### src/rtl/gpm_pkg.sv
package gpm_pkg;
    localparam int NUM_CNT   = 9;
    localparam int PAGE_BASE = 11;

    // counter indices
    localparam int CI_WR_DONE = 0;
    localparam int CI_RQ_DONE = 1;
    localparam int CI_WR_WAIT = 2;
    localparam int CI_RQ_WAIT = 3;
    localparam int CI_RD_WAIT = 4;
    localparam int CI_RQ_HIT  = 5;
    localparam int CI_RD_HIT  = 6;
    localparam int CI_WR_HIT  = 7;
    localparam int CI_PAGE    = 8;

    // register indices
    localparam int RA_CTRL   = 9;
    localparam int RA_THR    = 10;
    localparam int RA_PSIZE  = 11;
    localparam int RA_CLEAR  = 12;
    localparam int RA_PRESET = 13;

    // wait-tracker slots
    localparam int WT_RQ  = 0;
    localparam int WT_RD  = 1;
    localparam int WT_WR  = 2;
    localparam int NUM_WT = 3;

    typedef enum logic [1:0] {
        PG_2K  = 2'd0,
        PG_4K  = 2'd1,
        PG_8K  = 2'd2,
        PG_16K = 2'd3
    } pg_size_e;
endpackage

### src/rtl/gpm_wait_track.sv
module gpm_wait_track #(
    parameter int THR_W = 8
) (
    input  logic             clk,
    input  logic             rst_n,
    input  logic             stall_i,
    input  logic [THR_W-1:0] thr_i,
    output logic             hit_o
);
    localparam int RUN_W = THR_W + 1;

    typedef struct packed {
        logic [RUN_W-1:0] run;
    } wt_state_t;

    wt_state_t st_d, st_q;

    always_comb begin
        st_d  = st_q;
        hit_o = stall_i && (st_q.run == {1'b0, thr_i});
        if (!stall_i) begin
            st_d.run = '0;
        end else if (st_q.run != {RUN_W{1'b1}}) begin
            st_d.run = st_q.run + RUN_W'(1);
        end
    end

    always_ff @(posedge clk or negedge rst_n) begin
        if (!rst_n) st_q <= '0;
        else        st_q <= st_d;
    end
endmodule

### src/rtl/gpm_page_track.sv
module gpm_page_track
    import gpm_pkg::*;
#(
    parameter int ADDR_W = 32
) (
    input  logic              clk,
    input  logic              rst_n,
    input  logic              flush_i,
    input  logic [1:0]        psize_i,
    input  logic              rq_fire_i,
    input  logic [ADDR_W-1:0] rq_addr_i,
    input  logic              wr_fire_i,
    input  logic [ADDR_W-1:0] wr_addr_i,
    output logic [1:0]        inc_o
);
    typedef struct packed {
        logic              valid;
        logic [ADDR_W-1:0] page;
    } pg_state_t;

    pg_state_t st_d, st_q;
    logic [ADDR_W-1:0] rq_page, wr_page;

    always_comb begin
        rq_page = rq_addr_i >> (PAGE_BASE + int'(psize_i));
        wr_page = wr_addr_i >> (PAGE_BASE + int'(psize_i));
        st_d    = st_q;
        inc_o   = 2'd0;
        if (flush_i) begin
            st_d.valid = 1'b0;
        end else begin
            if (rq_fire_i) begin
                if (st_d.valid && (rq_page != st_d.page)) inc_o = inc_o + 2'd1;
                st_d.page  = rq_page;
                st_d.valid = 1'b1;
            end
            if (wr_fire_i) begin
                if (st_d.valid && (wr_page != st_d.page)) inc_o = inc_o + 2'd1;
                st_d.page  = wr_page;
                st_d.valid = 1'b1;
            end
        end
    end

    always_ff @(posedge clk or negedge rst_n) begin
        if (!rst_n) st_q <= '0;
        else        st_q <= st_d;
    end
endmodule

### src/rtl/gfx_page_monitor.sv
module gfx_page_monitor
    import gpm_pkg::*;
#(
    parameter int CNT_W  = 32,
    parameter int ADDR_W = 32,
    parameter int THR_W  = 8,
    parameter int REG_AW = 4
) (
    input  logic              clk,
    input  logic              rst_n,
    input  logic              rq_valid,
    input  logic              rq_ready,
    input  logic [ADDR_W-1:0] rq_addr,
    input  logic              rd_valid,
    input  logic              rd_ready,
    input  logic              wr_valid,
    input  logic              wr_ready,
    input  logic [ADDR_W-1:0] wr_addr,
    input  logic              reg_we,
    input  logic [REG_AW-1:0] reg_addr,
    input  logic [CNT_W-1:0]  reg_wdata,
    output logic [CNT_W-1:0]  reg_rdata
);
    typedef struct packed {
        logic                             en;
        logic [THR_W-1:0]                 thr;
        logic [1:0]                       psize;
        logic [NUM_CNT-1:0][CNT_W-1:0]    cnt;
    } mon_state_t;

    mon_state_t st_d, st_q;

    logic [NUM_WT-1:0]             stall;
    logic [NUM_WT-1:0]             hit;
    logic [1:0]                    page_inc;
    logic [NUM_CNT-1:0][1:0]       inc;
    logic                          do_clear, do_preset;
    logic                          rq_fire, wr_fire;
    logic                          en_q;
    logic [NUM_CNT-1:0][CNT_W-1:0] cnt_q;
    logic                          unused_wdata;

    assign unused_wdata = ^reg_wdata;
    assign rq_fire   = rq_valid && rq_ready;
    assign wr_fire   = wr_valid && wr_ready;
    assign do_clear  = reg_we && (reg_addr == REG_AW'(RA_CLEAR));
    assign do_preset = reg_we && (reg_addr == REG_AW'(RA_PRESET));
    assign en_q      = st_q.en;
    assign cnt_q     = st_q.cnt;

    assign stall[WT_RQ] = rq_valid && !rq_ready;
    assign stall[WT_RD] = rd_valid && !rd_ready;
    assign stall[WT_WR] = wr_valid && !wr_ready;

    for (genvar g = 0; g < NUM_WT; g++) begin : g_wait
        gpm_wait_track #(.THR_W(THR_W)) u_wt (
            .clk     (clk),
            .rst_n   (rst_n),
            .stall_i (stall[g]),
            .thr_i   (st_q.thr),
            .hit_o   (hit[g])
        );
    end

    gpm_page_track #(.ADDR_W(ADDR_W)) u_pg (
        .clk       (clk),
        .rst_n     (rst_n),
        .flush_i   (do_clear),
        .psize_i   (st_q.psize),
        .rq_fire_i (rq_fire),
        .rq_addr_i (rq_addr),
        .wr_fire_i (wr_fire),
        .wr_addr_i (wr_addr),
        .inc_o     (page_inc)
    );

    always_comb begin
        inc             = '0;
        inc[CI_WR_DONE] = {1'b0, wr_fire};
        inc[CI_RQ_DONE] = {1'b0, rq_fire};
        inc[CI_WR_WAIT] = {1'b0, stall[WT_WR]};
        inc[CI_RQ_WAIT] = {1'b0, stall[WT_RQ]};
        inc[CI_RD_WAIT] = {1'b0, stall[WT_RD]};
        inc[CI_RQ_HIT]  = {1'b0, hit[WT_RQ]};
        inc[CI_RD_HIT]  = {1'b0, hit[WT_RD]};
        inc[CI_WR_HIT]  = {1'b0, hit[WT_WR]};
        inc[CI_PAGE]    = page_inc;
    end

    always_comb begin
        st_d = st_q;
        if (do_clear) begin
            st_d.cnt = '0;
        end else if (do_preset) begin
            for (int i = 0; i < NUM_CNT; i++) st_d.cnt[i] = CNT_W'(4 * i);
        end else if (st_q.en) begin
            for (int i = 0; i < NUM_CNT; i++) st_d.cnt[i] = st_q.cnt[i] + CNT_W'(inc[i]);
        end
        if (reg_we) begin
            if (reg_addr == REG_AW'(RA_CTRL))  st_d.en    = reg_wdata[0];
            if (reg_addr == REG_AW'(RA_THR))   st_d.thr   = reg_wdata[THR_W-1:0];
            if (reg_addr == REG_AW'(RA_PSIZE)) st_d.psize = reg_wdata[1:0];
        end
    end

    always_comb begin
        reg_rdata = '0;
        if (int'(reg_addr) < NUM_CNT)              reg_rdata = st_q.cnt[reg_addr];
        else if (reg_addr == REG_AW'(RA_CTRL))     reg_rdata = CNT_W'(st_q.en);
        else if (reg_addr == REG_AW'(RA_THR))      reg_rdata = CNT_W'(st_q.thr);
        else if (reg_addr == REG_AW'(RA_PSIZE))    reg_rdata = CNT_W'(st_q.psize);
    end

    always_ff @(posedge clk or negedge rst_n) begin
        if (!rst_n) st_q <= '0;
        else        st_q <= st_d;
    end
endmodule

### config.mk
export PLATFORM = sky130hd
export DESIGN_NAME = gfx_page_monitor
export DESIGN_NICKNAME = d
export VERILOG_FILES = /design/src/rtl/gpm_pkg.sv /design/src/rtl/gpm_wait_track.sv /design/src/rtl/gpm_page_track.sv /design/src/rtl/gfx_page_monitor.sv
export SDC_FILE = /design/constraint.sdc
export NUM_CORES = 1
export LEC_CHECK = 0
export ABC_AREA = 1
export BUFFER_PORTS_ARGS = -buffer_cell sky130_fd_sc_hd__buf_2
export CORE_MARGIN = 3
export CORE_UTILIZATION = 60
export DETAILED_ROUTE_END_ITERATION = 7
export PLACE_DENSITY = 0.84
export SLEW_MARGIN = 15
export SYNTH_ARGS = -nofsm -noshare
export SYNTH_HDL_FRONTEND = slang
export SYNTH_SLANG_ARGS = --single-unit
### constraint.sdc
create_clock -name clk -period 8.6 [get_ports clk]
set_clock_uncertainty 0.1 [all_clocks]
set_input_delay 0.43 -clock clk [delete_from_list [all_inputs] [get_ports clk]]
set_output_delay 0.43 -clock clk [all_outputs]
set_load 0.05 [all_outputs]
==> metrics.md <==
| Metric | Value |
|---|---|
| Status | complete, no violations |
| Crit path launch type | register |
| Post-synth EDFFs | 0 |
| Tmin final | 5.16 ns |
| Vias | 23,790 |
| CTS root buf | clkbuf_16 |
| Most frequent cells in the layout | nand2_1 (692), inv_1 (441), dfrtp_1 (358) |
| Port bufs | 94 |
| Largest net degree at the start of global routing | 172 |
| Post-synth net total | 3,394 |
| Synth unique cells | 64 |
| Layout area overhead | 9.76% |
| Highest Clock Rate | 194 MHz |
| Post-detail-place hpwl | 50.9 mm |
| Rows | 71 |
| Setup Viol. Count Final | 0 |
| Initial core utilization | 60.9% |
| Ys Warns | 0 |
| Longest Clk Path Bufs | 3 |
| Static Leak | 11.4 nW |
| Critical Path RT | 8.94 ns |
| H-tree levels | 2 |
| Seq cells post-synth | 359 |
| Leading cell type in the layout, fill and taps excluded | nand2_1 |
| Post-synthesis sequential area ratio | 39.0% |
| Die ar. | 40,700 um2 |
| Vias per std cell | 6.18 |
| First-pass GRT wire length | 116 mm |
| Least-Margin Pin Slew | 1.25 ns |
| Top FF cell, synth | dfrtp_1 |
| Final #Nets | 3,443 |
| RSZ-0062 raised after global routing | false |
| Total Power | 4.72 mW |
| Tcrit/Tclk final | 60.0% |
| Mean Syn Cell Area | 7.06 um2 |
| Initial antenna violation count | 1 |
| GP Congestion | 0.965 |
| Final hold violations | 0 |
| I/O pin count | 141 |
| CTS tree | yes |
| Drt drc | 0 |
| Gate Count Post-Synth | 3,259 |
| Routed Antenna Nets | 0 |
| Clock buffer count from CTS | 41 |
| Worst-path fanout max | 57 |
| Grt total ovfl | 0 |
| Slew headroom | 15.4% |
| Post-synth ARST share | 100% |
| Clk slew on worst S/H paths | 0.06 ns |
| WP data arrival | 5.50 ns |
| Core footprint | 37,800 um2 |
| Initial DRC count | 2,480 |
| Layout cells sized above 1 | 8.12% |
| Die width | 202 um |
| First-pass iteration count of the detailed router | 8 |
| Clk_lat worst skew | 0.58 ns |
| Die Y | 202 um |
| Cell area after synthesis | 23,000 um2 |
| Antenna Cells | 0 |
| Routed wire per std cell | 19.1 um |
| Fillers | 3,178 |
| Wirelength, routed | 73.4 mm |
| Slew Viols, Final | 0 |
| CP endpoint kind | register |
| Clk sinks | 359 |
| Pwr per Cell Area | 187 nW/um2 |
| Setup tns final | 0 ns |
| Hold WS | 0.0152 ns |
| Max-cap viol count | 0 |
| Worst Setup Path Type | reg -> reg |
| Type of the most critical hold path | in -> reg |
| Post-CTS sizing | 0 |
| Vias in the first global route | 22,472 |
| GRT Total Usage | 35.2% |
| Max rail drop VDD | 0.159 mV |
kinds of logic after synthesis:
family,count (synthesis),synth area share [%]
multiplexers,2,0.0979
AND/OR/NAND/NOR,1546,30.0
AO/OA/AOI/OAI,696,17.8
flip-flops,359,39.0
XOR/XNOR,51,1.94
buffers and inverters,579,9.68
adder cells (fa/ha/maj),26,1.45
flip-flops by register name, summed over array words and instances (netlist names):
signal,count
cnt_q,288
u_pg.st_q,33
g_wait.u_wt.st_q,27
st_q,10
en_q,1
path summary, 6_finish.rpt:
check                                  start         end  slack [ns]  depth (start not counted)
worst max register to register     st_q[289]  cnt_q[282]        3.44                         26
min in group asynchronous              rst_n  cnt_q[123]        0.48                          2
worst min-delay path            reg_wdata[4]   st_q[294]        0.02                          3
worst max-delay path               st_q[289]  cnt_q[282]        3.44                         26
max in group asynchronous              rst_n  cnt_q[265]        6.32                          3
worst min register to register     cnt_q[88]   cnt_q[88]        0.39                          1
cell usage after synthesis (28+ instances only):
| cell | n | area share [%] |
|---|---|---|
| nor3_1 | 138 | 3.0 |
| nand2_1 | 693 | 11 |
| xor2_1 | 40 | 1.5 |
| clkbuf_1 | 80 | 1.3 |
| inv_1 | 441 | 7.2 |
| o22ai_1 | 93 | 2.5 |
| buf_2 | 28 | 0.61 |
| o21ai_0 | 222 | 4.8 |
| nor2_1 | 319 | 5.2 |
| a21oi_1 | 207 | 4.5 |
| nand4_1 | 60 | 1.6 |
| nand3_1 | 226 | 4.9 |
| dfrtp_1 | 359 | 39 |
metal layers:
metal / GRT usage, % / up-vias / wire length (um)
li1: - / 11062 / -
met3: 7.07 / 239 / 8080
met1: 48.0 / 11157 / 28800
met5: 0 / - / 7
met2: 55.4 / 1330 / 33300
met4: 14.7 / 2 / 3140
critical path, cell delays in order, from the launching register on:
cell	delay [ns]
dfrtp_1	0.36
buf_4	0.25
inv_2	0.70
nand3_1	0.29
nand3_1	0.19
nand2_1	0.09
nand2_1	0.08
nand2_1	0.05
inv_1	0.05
nand2_1	0.05
nor2_1	0.19
nand2_1	0.08
nor2_1	0.17
nor2_1	0.07
ha_1	0.27
o21ai_0	0.08
a21oi_1	0.16
ha_1	0.20
fa_1	0.21
nand3_1	0.12
nor2_2	0.21
nand3_1	0.19
nor3_1	0.25
and2_1	0.24
nand2_1	0.09
o21ai_0	0.19
a21oi_1	0.07
cell type report:
class	count	area (um2)	share of cell area [%]
clock buffer	66	1280	5.08
clock inverter	7	63.8	0.253
inverter	457	1720	6.80
multi-input combinational	2321	11800	46.8
sequential	359	8980	35.6
tap	511	639	2.53
timing repair buffer	128	756	2.99
power breakdown:
| group | internal (mW) | leakage [nW] | total (mW) | switching [mW] |
|---|---|---|---|---|
| clock network | 1.05 | 0.667 | 1.77 | 0.722 |
| logic | 0.291 | 5.90 | 1.01 | 0.721 |
| registers | 1.82 | 4.88 | 1.94 | 0.121 |
per-stage QoR:
step / area (um2) / util, % / setup WS [ns] / cells
after floorplan: 23000 / - / 5.02 / 3259
after detailed placement: 23900 / 63.3 / 3.59 / 3773
after global routing: 25300 / 66.9 / 2.92 / 3849
final: 25300 / 66.9 / 3.44 / 3849
after global placement: 23900 / 63.3 / 3.70 / 3773
after CTS: 25300 / 66.9 / 3.56 / 3849
timing repair:
action                                 CTS  global route
hold buffers                             3             0
buffers inserted                         0             0
endpoints found under the hold margin  131             0
No activity file was read; power rests on OpenSTA's default activity.
